### config.mk
export PLATFORM = sky130hd
export DESIGN_NAME = serial_ram_loader
export DESIGN_NICKNAME = d
export VERILOG_FILES = /design/src/rtl/ldr_pkg.sv /design/src/rtl/ldr_mode_detect.sv /design/src/rtl/ldr_uart_rx.sv /design/src/rtl/ldr_write_seq.sv /design/src/rtl/serial_ram_loader.sv
export SDC_FILE = /design/constraint.sdc
export NUM_CORES = 1
export LEC_CHECK = 0
export CAP_MARGIN = 25
export CORE_ASPECT_RATIO = 0.5
export CORE_MARGIN = 3
export CORE_UTILIZATION = 43
export CTS_BUF_LIST = sky130_fd_sc_hd__clkbuf_2
export DETAILED_ROUTE_END_ITERATION = 16
export DONT_BUFFER_PORTS = 1
export MAX_ROUTING_LAYER = met4
export SYNTH_ARGS = -nofsm -noshare
export SYNTH_HDL_FRONTEND = slang
export SYNTH_HIERARCHICAL = 1
export SYNTH_SLANG_ARGS = --single-unit
### constraint.sdc
create_clock -name clk_i -period 3.4 [get_ports clk_i]
set_clock_uncertainty 0.2 [all_clocks]
set_input_delay 0.34 -clock clk_i [delete_from_list [all_inputs] [get_ports clk_i]]
set_output_delay 0.34 -clock clk_i [all_outputs]
set_load 0.03 [all_outputs]
### src/rtl/ldr_pkg.sv
package ldr_pkg;
  typedef enum logic [2:0] {
    RX_IDLE,
    RX_START,
    RX_DATA,
    RX_STOP,
    RX_BREAK
  } rx_state_e;

  typedef enum logic [1:0] {
    MD_CHECK,
    MD_LOADER,
    MD_NORMAL
  } mode_e;

  typedef enum logic {
    WS_LOAD,
    WS_DONE
  } wseq_e;

  function automatic int unsigned tick_div(int unsigned clk_hz, int unsigned baud,
                                           int unsigned ovs);
    int unsigned d;
    d = (clk_hz + (baud * ovs) / 2) / (baud * ovs);
    return (d == 0) ? 1 : d;
  endfunction
endpackage

### src/rtl/ldr_mode_detect.sv
module ldr_mode_detect
  import ldr_pkg::*;
#(
  parameter int unsigned       STRAP_W   = 4,
  parameter logic [STRAP_W-1:0] STRAP_REQ = 4'b1101,
  parameter int unsigned       HOLD_CYC  = 30
) (
  input  logic               clk_i,
  input  logic               rst_ni,
  input  logic               sec_opt_i,
  input  logic [STRAP_W-1:0] strap_i,
  output logic               loader_o
);
  localparam int unsigned CNT_W = (HOLD_CYC < 2) ? 1 : $clog2(HOLD_CYC + 1);

  mode_e            mode_q;
  logic [CNT_W-1:0] cnt_q;
  logic             match;

  assign match = sec_opt_i && (strap_i == STRAP_REQ);

  always_ff @(posedge clk_i or negedge rst_ni) begin
    if (!rst_ni) begin
      mode_q <= MD_CHECK;
      cnt_q  <= '0;
    end else if (mode_q == MD_CHECK) begin
      if (!match) begin
        mode_q <= MD_NORMAL;
      end else if (cnt_q == CNT_W'(HOLD_CYC - 1)) begin
        mode_q <= MD_LOADER;
      end else begin
        cnt_q <= cnt_q + 1'b1;
      end
    end
  end

  assign loader_o = (mode_q == MD_LOADER);
endmodule

### src/rtl/ldr_uart_rx.sv
module ldr_uart_rx
  import ldr_pkg::*;
#(
  parameter int unsigned CLK_HZ = 4_000_000,
  parameter int unsigned BAUD   = 9600,
  parameter int unsigned OVS    = 16
) (
  input  logic       clk_i,
  input  logic       rst_ni,
  input  logic       rxd_i,
  output logic       byte_vld_o,
  output logic [7:0] byte_o,
  output logic       frame_err_o
);
  localparam int unsigned DIV   = tick_div(CLK_HZ, BAUD, OVS);
  localparam int unsigned DIV_W = (DIV < 2) ? 1 : $clog2(DIV);
  localparam int unsigned OVS_W = $clog2(OVS);
  localparam logic [OVS_W-1:0] MID  = OVS_W'(OVS / 2 - 1);
  localparam logic [OVS_W-1:0] LAST = OVS_W'(OVS - 1);

  logic [1:0]       sync_q;
  logic             rx;
  logic [DIV_W-1:0] div_q;
  logic             tick;
  rx_state_e        st_q;
  logic [OVS_W-1:0] ovs_q;
  logic [2:0]       bit_q;
  logic [7:0]       sh_q;

  always_ff @(posedge clk_i or negedge rst_ni) begin
    if (!rst_ni) sync_q <= 2'b11;
    else         sync_q <= {sync_q[0], rxd_i};
  end
  assign rx = sync_q[1];

  generate
    if (DIV == 1) begin : g_nodiv
      assign tick = 1'b1;
      always_ff @(posedge clk_i or negedge rst_ni) begin
        if (!rst_ni) div_q <= '0;
        else         div_q <= '0;
      end
    end else begin : g_div
      assign tick = (div_q == DIV_W'(DIV - 1));
      always_ff @(posedge clk_i or negedge rst_ni) begin
        if (!rst_ni)   div_q <= '0;
        else if (tick) div_q <= '0;
        else           div_q <= div_q + 1'b1;
      end
    end
  endgenerate

  always_ff @(posedge clk_i or negedge rst_ni) begin
    if (!rst_ni) begin
      st_q        <= RX_IDLE;
      ovs_q       <= '0;
      bit_q       <= '0;
      sh_q        <= '0;
      byte_vld_o  <= 1'b0;
      frame_err_o <= 1'b0;
    end else begin
      byte_vld_o  <= 1'b0;
      frame_err_o <= 1'b0;
      unique case (st_q)
        RX_IDLE: if (tick && !rx) begin
          st_q  <= RX_START;
          ovs_q <= '0;
        end
        RX_START: if (tick) begin
          if (ovs_q == MID) begin
            ovs_q <= '0;
            bit_q <= '0;
            st_q  <= rx ? RX_IDLE : RX_DATA;  // false start when high
          end else begin
            ovs_q <= ovs_q + 1'b1;
          end
        end
        RX_DATA: if (tick) begin
          if (ovs_q == LAST) begin
            ovs_q <= '0;
            sh_q  <= {rx, sh_q[7:1]};
            if (bit_q == 3'd7) st_q <= RX_STOP;
            else               bit_q <= bit_q + 1'b1;
          end else begin
            ovs_q <= ovs_q + 1'b1;
          end
        end
        RX_STOP: if (tick) begin
          if (ovs_q == LAST) begin
            ovs_q <= '0;
            if (rx) begin
              byte_vld_o <= 1'b1;
              st_q       <= RX_IDLE;
            end else begin
              frame_err_o <= 1'b1;
              st_q        <= RX_BREAK;
            end
          end else begin
            ovs_q <= ovs_q + 1'b1;
          end
        end
        RX_BREAK: if (rx) st_q <= RX_IDLE;
        default: st_q <= RX_IDLE;
      endcase
    end
  end

  assign byte_o = sh_q;
endmodule

### src/rtl/ldr_write_seq.sv
module ldr_write_seq
  import ldr_pkg::*;
#(
  parameter int unsigned          ADDR_W    = 16,
  parameter logic [ADDR_W-1:0]    LOAD_BASE = 16'h0050
) (
  input  logic              clk_i,
  input  logic              rst_ni,
  input  logic              enable_i,
  input  logic              byte_vld_i,
  input  logic [7:0]        byte_i,
  output logic              we_o,
  output logic [ADDR_W-1:0] addr_o,
  output logic [7:0]        wdata_o,
  output logic              jump_o
);
  wseq_e      st_q;
  logic [7:0] idx_q;
  logic [7:0] cnt_q;
  logic [7:0] eff_cnt;
  logic [8:0] idx_nxt;

  // the count byte governs its own write
  assign eff_cnt = (idx_q == 8'd0) ? byte_i : cnt_q;
  assign idx_nxt = {1'b0, idx_q} + 9'd1;

  always_ff @(posedge clk_i or negedge rst_ni) begin
    if (!rst_ni) begin
      st_q    <= WS_LOAD;
      idx_q   <= '0;
      cnt_q   <= '0;
      we_o    <= 1'b0;
      addr_o  <= LOAD_BASE;
      wdata_o <= '0;
      jump_o  <= 1'b0;
    end else begin
      we_o   <= 1'b0;
      jump_o <= 1'b0;
      if (enable_i && byte_vld_i && st_q == WS_LOAD) begin
        we_o    <= 1'b1;
        addr_o  <= LOAD_BASE + ADDR_W'(idx_q);
        wdata_o <= byte_i;
        idx_q   <= idx_nxt[7:0];
        if (idx_q == 8'd0) cnt_q <= byte_i;
        if (idx_nxt >= {1'b0, eff_cnt}) begin
          jump_o <= 1'b1;
          st_q   <= WS_DONE;
        end
      end
    end
  end
endmodule

### src/rtl/serial_ram_loader.sv
module serial_ram_loader
  import ldr_pkg::*;
#(
  parameter int unsigned          CLK_HZ    = 4_000_000,
  parameter int unsigned          BAUD      = 9600,
  parameter int unsigned          OVS       = 16,
  parameter int unsigned          ADDR_W    = 16,
  parameter logic [ADDR_W-1:0]    LOAD_BASE = 16'h0050,
  parameter int unsigned          STRAP_W   = 4,
  parameter logic [STRAP_W-1:0]   STRAP_REQ = 4'b1101,
  parameter int unsigned          HOLD_CYC  = 30
) (
  input  logic               clk_i,
  input  logic               rst_ni,
  input  logic               sec_opt_i,
  input  logic [STRAP_W-1:0] mode_strap_i,
  input  logic               rxd_i,
  output logic               ram_we_o,
  output logic [ADDR_W-1:0]  ram_addr_o,
  output logic [7:0]         ram_wdata_o,
  output logic               jump_o,
  output logic [ADDR_W-1:0]  jump_addr_o,
  output logic               loader_active_o,
  output logic               frame_err_o
);
  localparam logic [ADDR_W-1:0] ENTRY = LOAD_BASE + ADDR_W'(1);

  logic       loader;
  logic       rx_vld;
  logic [7:0] rx_byte;
  logic       rx_ferr;

  ldr_mode_detect #(
    .STRAP_W  (STRAP_W),
    .STRAP_REQ(STRAP_REQ),
    .HOLD_CYC (HOLD_CYC)
  ) i_mode (
    .clk_i    (clk_i),
    .rst_ni   (rst_ni),
    .sec_opt_i(sec_opt_i),
    .strap_i  (mode_strap_i),
    .loader_o (loader)
  );

  ldr_uart_rx #(
    .CLK_HZ(CLK_HZ),
    .BAUD  (BAUD),
    .OVS   (OVS)
  ) i_rx (
    .clk_i      (clk_i),
    .rst_ni     (rst_ni),
    .rxd_i      (rxd_i),
    .byte_vld_o (rx_vld),
    .byte_o     (rx_byte),
    .frame_err_o(rx_ferr)
  );

  ldr_write_seq #(
    .ADDR_W   (ADDR_W),
    .LOAD_BASE(LOAD_BASE)
  ) i_wseq (
    .clk_i     (clk_i),
    .rst_ni    (rst_ni),
    .enable_i  (loader),
    .byte_vld_i(rx_vld),
    .byte_i    (rx_byte),
    .we_o      (ram_we_o),
    .addr_o    (ram_addr_o),
    .wdata_o   (ram_wdata_o),
    .jump_o    (jump_o)
  );

  assign jump_addr_o     = ENTRY;
  assign loader_active_o = loader;
  assign frame_err_o     = rx_ferr && loader;
endmodule

==> flow_metrics.py, run 1 <==
metrics = {
    "cells_and_area": {
        "nNetsFinal": 382,
        "instances_no_fill": 472,
        "diodes": 0,
        "final_cell_mix": "dfrtp_1 (66), nand2_1 (60), conb_1 (23)",
        "layout-drive-gt1-share": 0.125,
        "final_common_cell": "dfrtp_1",
        "syn2layout_area_growth_pct": 3.37,
    },
    "job": {
        "drv_cap": 0,
    },
    "timing": {
        "fin_crit_sh": 0.828,
        "fin_setup_tns_ns": 0,
        "finalCriticalPeriod_ns": 2.81,
        "slew_viol_final": 0,
        "tightest_slew_ns": 0.739,
        "hold_viol": 0,
        "rsz0062_at_grt": "no",
        "max_clock_freq_ghz": 0.355,
        "finalSetupViolations": 0,
        "slew_headroom": 0.507,
    },
    "setup_path": {
        "crit_required_ns": 3.58,
        "startpoint": "i_wseq/idx_q[0]",
        "cp-end-kind": "flop",
        "path_max_fanout": 8,
        "r2r_cells": 10,
        "critPathLaunchType": "flop",
        "path_class": "reg2reg",
        "worstPathArrival_ns": 3.00,
        "r2r_slack_ns": 0.59,
        "r2r-end": "i_wseq/jump_o",
        "crit_path_end": "i_wseq/jump_o",
        "r2r_start": "i_wseq/idx_q[0]",
    },
    "detailed_routing": {
        "drt_wl_total_um": 6260,
        "drt-initial-drc-count": 142,
        "via_per_inst": 4.93,
        "vias": 2329,
        "wl_per_cell_um": 13.3,
        "route.detailed.drc": 0,
        "first_pass_iters": 4,
        "ant_nets": 0,
    },
    "pwr": {
        "power_leakage_nw": 1.95,
        "ir_worst_vdd_v": 0.000201,
        "powerDensity_nw_per_um2": 353,
    },
    "yosys": {
        "ys_seq_area_frac": 0.474,
        "synth-edff-count": 0,
        "synthArstFlopShare": 1.00,
        "synth_top_family_by_area": "simple AND/OR/NAND/NOR gates",
        "syn_inst": 357,
        "syn_avg_cell_area_um2": 10.4,
        "netlist_area_um2": 3710,
        "synth_ff_type": "dfrtp_1",
        "synth_cell_type_count": 56,
        "synth_fa_ha_area_frac": 0.0641,
        "synth_compound_area_frac": 0.0732,
        "synth_warnings": 6,
        "synth.area.mux_share": 0.0793,
        "synthSimpleGateAreaFrac": 0.175,
        "ys_ff_latch": 70,
        "synth_xor_area_frac": 0.0472,
    },
    "global_route": {
        "grt.total_usage": 0.145,
        "grt.overflow.total": 0,
        "grt_first_pass_wirelength_um": 10900,
        "grt_use_met2": 0.233,
        "use_met1": 0.170,
        "grt_pass1_vias": 2326,
        "antenna_found_initial": 0,
        "grt-busiest-layer": "met2",
        "grt_util_met3": 0.0582,
        "grt_max_degree": 71,
    },
    "die": {
        "boundaryPins": 52,
        "rows": 23,
        "die-area_um2": 9840,
        "die_h_um": 71.7,
        "fp.coreArea_um2": 8200,
        "die_width_um": 137,
        "initial_utilization": 0.452,
    },
    "clock_tree": {
        "clk_path_buf_depth": 2,
        "clk_pin_slew_ns": 0.17,
        "cts_root_buf": "clkbuf_2",
        "clk_latency_ns": 0.50,
        "htreeDepth": 3,
        "cts_buffers": 9,
        "cts.sinks": 70,
        "cts_tree": "yes",
    },
    "placement": {
        "dp_hpwl_um": 4360,
        "gp_congestion": 0.804,
        "io_buffers": 0,
        "dp_cells": 451,
    },
    "status": {
        "outcome": "finished clean",
    },
    "hold_path": {
        "min_path_type": "reg2reg",
    },
}
layer usage:
layer	part of all wire	up-vias
met4	0.0082	0
met5	0	-
met3	0.060	4
met1	0.46	1112
met2	0.47	55
li1	-	1158
flip-flops by register name (all words and copies together), names as in the netlist, 4 cells and up:
name	cells
i_wseq/wdata_o	8
i_rx/ovs_q	4
i_rx/div_q	5
i_wseq/cnt_q	8
i_wseq/addr_o	9
i_rx/byte_o	8
i_mode/cnt_q	5
i_wseq/idx_q	8
logic make-up after synthesis:
group | Yosys count
AND/OR/NAND/NOR | 125
buffers and inverters | 50
adder cells (fa/ha/maj) | 19
XOR/XNOR | 20
AO/OA/AOI/OAI | 45
flip-flops | 70
multiplexers | 25
other | 3
worst max-delay path: stages (launching register included):
cell and delay, ns:
dfrtp_1 0.47, inv_1 0.13, ha_1 0.15, nor4b_2 0.17
nand3b_1 0.42, mux2_4 0.45, ha_1 0.27, nor2b_1 0.10
o21ai_0 0.09, a21oi_1 0.15, o21ai_0 0.11
through the flow:
step	instance area (µm²)	setup WS [ns]	hold slack, ns	utilization	power (W)
finish	3830	0.586	0.168	0.467	0.00135
global route	3830	0.293	0.0775	0.467	0.00143
CTS	3830	0.561	0.108	0.467	0.00138
detailed placement	3660	0.588	-0.154	0.447	0.000895
global placement	3660	0.653	-0.154	0.447	0.000895
floorplan	3780	1.07	-0.156	-	0.000914
repair_timing:
| item | 4_1_cts | 5_1_grt |
|---|---|---|
| hold buffers | 5 | 0 |
| buffers inserted | 0 | 0 |
| gates resized for setup | 0 | 0 |
| hold endpoints to repair | 78 | 0 |
report_power, final:
| group | leakage [nW] | switching, W | internal [W] | total (W) |
|---|---|---|---|---|
| Sequential | 0.933 | 0.00000311 | 0.000836 | 0.000839 |
| Combinational | 0.939 | 0.0000551 | 0.00000913 | 0.0000642 |
| Clock | 0.0739 | 0.000267 | 0.000184 | 0.000451 |
| Total | 1.95 | 0.000325 | 0.00103 | 0.00135 |
cell type report:
| type | instances | area (µm²) |
|---|---|---|
| clock inverter | 2 | 33.8 |
| timing repair buffer | 6 | 75.1 |
| sequential | 70 | 1760 |
| multi-input combinational | 257 | 1720 |
| inverter | 11 | 42.5 |
| fill | 770 | 4370 |
| tap | 112 | 140 |
| clock buffer | 14 | 70.1 |
synth_stat cells (2+ instances only):
| cell type | instances | share of area |
|---|---|---|
| a21oi_1 | 8 | 0.011 |
| xor2_1 | 10 | 0.024 |
| o21bai_1 | 2 | 0.0040 |
| mux2_4 | 6 | 0.024 |
| xnor2_1 | 10 | 0.024 |
| buf_2 | 5 | 0.0067 |
| nor4_1 | 3 | 0.0051 |
| nor2_1 | 17 | 0.017 |
| buf_6 | 3 | 0.0091 |
| mux2_1 | 7 | 0.021 |
| ha_1 | 19 | 0.064 |
| nor2b_1 | 3 | 0.0051 |
| mux2i_1 | 8 | 0.022 |
| nand4_1 | 3 | 0.0051 |
| nor3_1 | 3 | 0.0040 |
| mux2_2 | 4 | 0.012 |
| and3_1 | 5 | 0.0084 |
| nand2_1 | 60 | 0.061 |
| clkbuf_1 | 6 | 0.0061 |
| nand2b_1 | 2 | 0.0034 |
| nand3_1 | 9 | 0.012 |
| buf_4 | 25 | 0.051 |
| nand4_2 | 2 | 0.0067 |
| dfrtp_1 | 66 | 0.45 |
| o21ai_0 | 22 | 0.030 |
| nand3b_1 | 2 | 0.0040 |
| inv_1 | 10 | 0.010 |
| conb_1 | 3 | 0.0030 |
| dfstp_2 | 4 | 0.028 |
| o2bb2ai_1 | 3 | 0.0071 |
| a21o_1 | 2 | 0.0040 |
worst min-delay path by stage:
stage                   startpoint          endpoint  slack [ns]  depth (start not counted)
floorplan                   rst_ni   i_mode/cnt_q[0]       -0.16                          0
global placement            rst_ni   i_wseq/idx_q[4]       -0.15                          0
detailed placement          rst_ni  i_wseq/addr_o[8]       -0.15                          0
CTS                          rxd_i    i_rx/sync_q[0]        0.11                          1
global route                 rxd_i    i_rx/sync_q[0]        0.08                          1
finish              i_rx/sync_q[0]    i_rx/sync_q[1]        0.17                          0
No activity file was read; power rests on OpenSTA's default activity.
==> run 2, diff against run 1 <==
clock period = 2.9 ns   (was 3.4 ns; I/O delays follow)
==> run 2 against run 1 <==
Effect of this change: count of clock-buffer cells in the layout fell by 4; register-to-register slack got worse by 0.26 ns; clock power fell by 1%; critical endpoint is now i_wseq/st_q.
==> flow_metrics.py, run 2 (same netlist as run 1, synthesis figures left out) <==
metrics = {
    "status": {
        "outcome": "finished clean",
    },
    "setup_path": {
        "worstPathArrival_ns": 2.78,
        "r2r_slack_ns": 0.33,
        "r2r_cells": 11,
        "startpoint": "i_wseq/idx_q[0]",
        "path_max_fanout": 8,
        "r2r-end": "i_wseq/st_q",
        "path_class": "reg2reg",
        "crit_required_ns": 3.11,
        "r2r_start": "i_wseq/idx_q[0]",
        "cp-end-kind": "flop",
        "crit_path_end": "i_wseq/st_q",
        "critPathLaunchType": "flop",
    },
    "clock_tree": {
        "post_cts_buffers": 0,
        "cts.sinks": 70,
        "cts_root_buf": "clkbuf_2",
        "clk_pin_slew_ns": 0.18,
        "clk_latency_ns": 0.52,
        "clk_path_buf_depth": 2,
        "cts_tree": "yes",
        "cts_buffers": 9,
        "htreeDepth": 3,
    },
    "job": {
        "drv_cap": 0,
    },
    "placement": {
        "gp_congestion": 0.805,
        "dp_hpwl_um": 4490,
        "io_buffers": 0,
    },
    "global_route": {
        "grt_first_pass_wirelength_um": 11600,
        "grt.overflow.total": 0,
        "grt_pass1_vias": 2472,
        "grt.total_usage": 0.155,
        "antenna_found_initial": 0,
        "grt_max_degree": 71,
    },
    "die": {
        "die-area_um2": 9840,
        "die_h_um": 71.7,
        "boundaryPins": 52,
        "initial_utilization": 0.452,
        "fp.coreArea_um2": 8200,
        "rows": 23,
        "die_width_um": 137,
    },
    "timing": {
        "finalSetupViolations": 0,
        "slew_viol_final": 0,
        "max_clock_freq_ghz": 0.389,
        "rsz0062_at_grt": "no",
        "hold_viol": 0,
        "slew_headroom": 0.577,
        "holdWs_ns": 0.0918,
        "tightest_slew_ns": 0.634,
        "finalCriticalPeriod_ns": 2.57,
        "fin_crit_sh": 0.887,
        "fin_setup_tns_ns": 0,
    },
    "cells_and_area": {
        "largest_register_ffs": 9,
        "syn2layout_area_growth_pct": 3.37,
        "diodes": 0,
        "num-fill-cells": 768,
        "nNetsFinal": 385,
        "layout-drive-gt1-share": 0.124,
        "final_common_cell": "dfrtp_1",
        "final_cell_mix": "dfrtp_1 (66), nand2_1 (60), conb_1 (23)",
        "top_register": "i_wseq/addr_o",
    },
    "pwr": {
        "powerDensity_nw_per_um2": 393,
        "power_leakage_nw": 1.94,
        "ir_worst_vdd_v": 0.000137,
    },
    "hold_path": {
        "min_path_type": "in2async",
    },
    "detailed_routing": {
        "drt_wl_total_um": 6460,
        "first_pass_iters": 4,
        "drt-initial-drc-count": 125,
        "vias": 2337,
        "ant_nets": 0,
        "route.detailed.drc": 0,
        "wl_per_cell_um": 13.6,
        "via_per_inst": 4.92,
    },
}
==> run 2: cell type report <==
| cell class | count | area (µm²) | share of cell area |
|---|---|---|---|
| inverters | 11 | 42.5 | 0.0111 |
| well taps | 112 | 140 | 0.0366 |
| multi-input cells | 257 | 1720 | 0.447 |
| repair buffers | 9 | 100 | 0.0261 |
| flip-flops and latches | 70 | 1760 | 0.458 |
| clock inverters | 6 | 28.8 | 0.00751 |
| clock buffers | 10 | 50.0 | 0.0131 |
==> run 2: worst min path at each step <==
stage	endpoint
global route	i_wseq/addr_o[5]
CTS	i_wseq/addr_o[2]
detailed placement	i_wseq/we_o
global placement	i_wseq/idx_q[5]
floorplan	i_mode/cnt_q[0]
finish	i_wseq/addr_o[5]
==> run 2: worst max-delay path, stage by stage, from the launching register on <==
cell and delay [ns]:
dfrtp_1 0.47, inv_1 0.13, ha_1 0.16, nor4b_2 0.18, nand3b_1 0.10, buf_4 0.19
mux2_4 0.31, ha_1 0.27, nor2b_1 0.10, o21ai_0 0.10, a21oi_1 0.17, o21ai_0 0.11
==> run 2: what timing repair did <==
item | 4_1_cts | 5_1_grt
endpoints found under the hold margin | 78 | 1
resized for setup | 0 | 0
hold buffers | 5 | 1
==> run 2: through the flow <==
step,setup WS (ns),cells,power (W),area [µm²],util
6_report,0.328,475,0.00151,3830,0.467
3_3_place_gp,0.415,453,0.00105,3680,0.448
4_1_cts,0.310,474,0.00153,3820,0.466
3_5_place_dp,0.321,453,0.00105,3680,0.448
5_1_grt,0.0739,475,0.00160,3830,0.467
2_1_floorplan,0.568,377,0.00107,3780,-
==> run 2: where the power goes <==
part / internal [W] / leakage [nW] / switching, W
Clock: 0.000105 / 0.0542 / 0.000341
Sequential: 0.000981 / 0.933 / 0.00000350
Combinational: 0.0000116 / 0.953 / 0.0000647
Total: 0.00110 / 1.94 / 0.000409
==> run 2: per-layer routing <==
metal	track usage	vias to the layer above	wire length, µm
met3	0.0596	4	290
met5	-	-	0
met4	0.0420	0	57
met1	0.186	1127	2940
met2	0.248	48	3170
li1	-	1158	-
==> run 3, diff against run 2 <==
CTS_BUF_LIST = default   (was sky130_fd_sc_hd__clkbuf_2)
==> run 3 against run 2 <==
Effect of this change: count of clock-buffer cells in the layout is 3 higher; clock power rose by 130%; sequential share of layout area fell by 2.2 points; sequential cell count is the same; via count up 0.77%; largest power group is now clock; first-iteration DRC count down 2.4%; cell count decreased by 0.42%; routed wire length increased by 0.11%.
==> flow_metrics.py, run 3 (same netlist as run 1, synthesis figures left out) <==
metrics = {
    "detailed_routing": {
        "vias": 2355,
        "via_per_inst": 4.98,
        "ant_nets": 0,
        "first_pass_iters": 4,
        "route.detailed.drc": 0,
        "wl_per_cell_um": 13.7,
        "drt-initial-drc-count": 122,
        "drt_wl_total_um": 6470,
    },
    "cells_and_area": {
        "fin_util": 0.490,
        "layout-drive-gt1-share": 0.130,
        "largest_register_ffs": 9,
        "final_cell_mix": "dfrtp_1 (66), nand2_1 (60), conb_1 (23)",
        "top_register": "i_wseq/addr_o",
        "nNetsFinal": 383,
        "syn2layout_area_growth_pct": 8.47,
        "final_common_cell": "dfrtp_1",
        "diodes": 0,
    },
    "die": {
        "die_h_um": 71.7,
        "die_width_um": 137,
        "rows": 23,
        "fp.coreArea_um2": 8200,
        "die-area_um2": 9840,
        "initial_utilization": 0.452,
        "boundaryPins": 52,
    },
    "setup_path": {
        "crit_path_cell_trace": "inv_1, ha_1, nor4b_2, nand3b_1, buf_4, mux2_4, ha_1, nor2b_1, o21ai_0, a21oi_1, o21ai_0",
        "cpPeakStageDelay_ns": 0.42,
        "critical-path-top-delay-family": "adder cells",
        "r2r_start": "i_wseq/idx_q[0]",
        "cp-end-kind": "flop",
        "r2r_slack_ns": 0.33,
        "critPathLaunchType": "flop",
        "worstPathArrival_ns": 2.58,
        "crit_buf_inv": 2,
        "r2r_cells": 11,
        "critPathSlowestCell": "dfrtp_1",
        "crit_required_ns": 2.91,
        "path_max_fanout": 8,
        "r2r-end": "i_wseq/jump_o",
        "path_class": "reg2reg",
    },
    "clock_tree": {
        "htreeDepth": 3,
        "cts.sinks": 70,
        "clk_latency_ns": 0.33,
        "cts_buffers": 9,
        "clk_pin_slew_ns": 0.05,
        "cts-resized-gates": 0,
        "clk_path_buf_depth": 2,
        "cts_root_buf": "clkbuf_16",
        "cts_tree": "yes",
    },
    "timing": {
        "finalCriticalPeriod_ns": 2.57,
        "fin_setup_tns_ns": 0,
        "finalSetupViolations": 0,
        "slew_viol_final": 0,
        "max_clock_freq_ghz": 0.389,
        "holdWs_ns": 0.0208,
        "fin_crit_sh": 0.886,
        "slew_headroom": 0.558,
        "rsz0062_at_grt": "no",
        "hold_viol": 0,
        "tightest_slew_ns": 0.663,
    },
    "global_route": {
        "grt_max_degree": 71,
        "antenna_found_initial": 0,
        "grt.total_usage": 0.153,
        "grt_first_pass_wirelength_um": 11500,
        "grt_pass1_vias": 2458,
        "grt.overflow.total": 0,
    },
    "hold_path": {
        "holdPathStages": 3,
        "min_path_type": "in2reg",
        "worst_hold_startpoint": "mode_strap_i[0]",
        "worstHoldEndpoint": "i_mode/mode_q[1]",
    },
    "placement": {
        "gp_congestion": 0.805,
        "io_buffers": 0,
        "dp_hpwl_um": 4490,
    },
    "pwr": {
        "powerDensity_nw_per_um2": 522,
        "power_leakage_nw": 2.02,
        "ir_worst_vdd_v": 0.000274,
    },
    "status": {
        "outcome": "finished clean",
    },
    "job": {
        "drv_cap": 0,
    },
}
run 3: cell types whose count changed in the layout (fill, tap and decap cells not counted):
cell,change
clkbuf_2,-10
clkbuf_16,+9
clkbuf_8,+3
clkinv_1,-3
dlygate4sd3_1,-2
clkbuf_1,+1
run 3: worst max path at each step:
| stage | from | endpoint | slack (ns) | cells past startpoint |
|---|---|---|---|---|
| final | i_wseq/idx_q[0] | i_wseq/jump_o | 0.33 | 11 |
| after global routing | i_wseq/idx_q[0] | i_wseq/jump_o | 0.09 | 11 |
| after CTS | i_wseq/idx_q[0] | i_wseq/st_q | 0.32 | 11 |
| after detailed placement | i_wseq/idx_q[0] | i_wseq/st_q | 0.32 | 11 |
| after global placement | i_wseq/idx_q[0] | i_wseq/jump_o | 0.42 | 11 |
| after floorplan | i_wseq/idx_q[0] | i_wseq/jump_o | 0.57 | 11 |
run 3: worst register-to-register path, cell delays in order, from the launching register on:
cell and delay, ns:
dfrtp_1 0.42, inv_1 0.13, ha_1 0.16, nor4b_2 0.18, nand3b_1 0.10, buf_4 0.19
mux2_4 0.31, ha_1 0.27, nor2b_1 0.11, o21ai_0 0.10, a21oi_1 0.17, o21ai_0 0.11
run 3: report_power, final:
group,switching [W],total [W],internal (W)
Sequential,0.00000356,0.000984,0.000981
Clock,0.000394,0.00104,0.000646
Combinational,0.0000644,0.0000749,0.0000104
run 3: layout make-up:
class	count	area, µm²
Fill cell	739	4180
Sequential cell	70	1760
Multi-Input combinational cell	257	1720
Clock buffer	13	270
Tap cell	112	140
Timing Repair Buffer	7	80.1
Inverter	11	42.5
Clock inverter	3	17.5
run 3: layer usage:
layer / GRT usage / up-vias / share of wire
met1: 0.185 / 1135 / 0.45
met2: 0.246 / 53 / 0.49
met3: 0.0491 / 10 / 0.049
li1: - / 1157 / -
met4: 0.0454 / 0 / 0.013
met5: - / - / 0
run 3: per-stage QoR:
stage / cell area [µm²] / std cells / power, W / setup WS (ns)
global route: 4020 / 473 / 0.00219 / 0.0899
finish: 4020 / 473 / 0.00210 / 0.329
global placement: 3680 / 453 / 0.00105 / 0.415
floorplan: 3780 / 377 / 0.00107 / 0.568
CTS: 4020 / 473 / 0.00213 / 0.325
detailed placement: 3680 / 453 / 0.00105 / 0.321
run 3: timing repair:
item | CTS | global route
endpoints found under the hold margin | 74 | 0
setup buffers | 0 | 0
hold buffers | 4 | 0
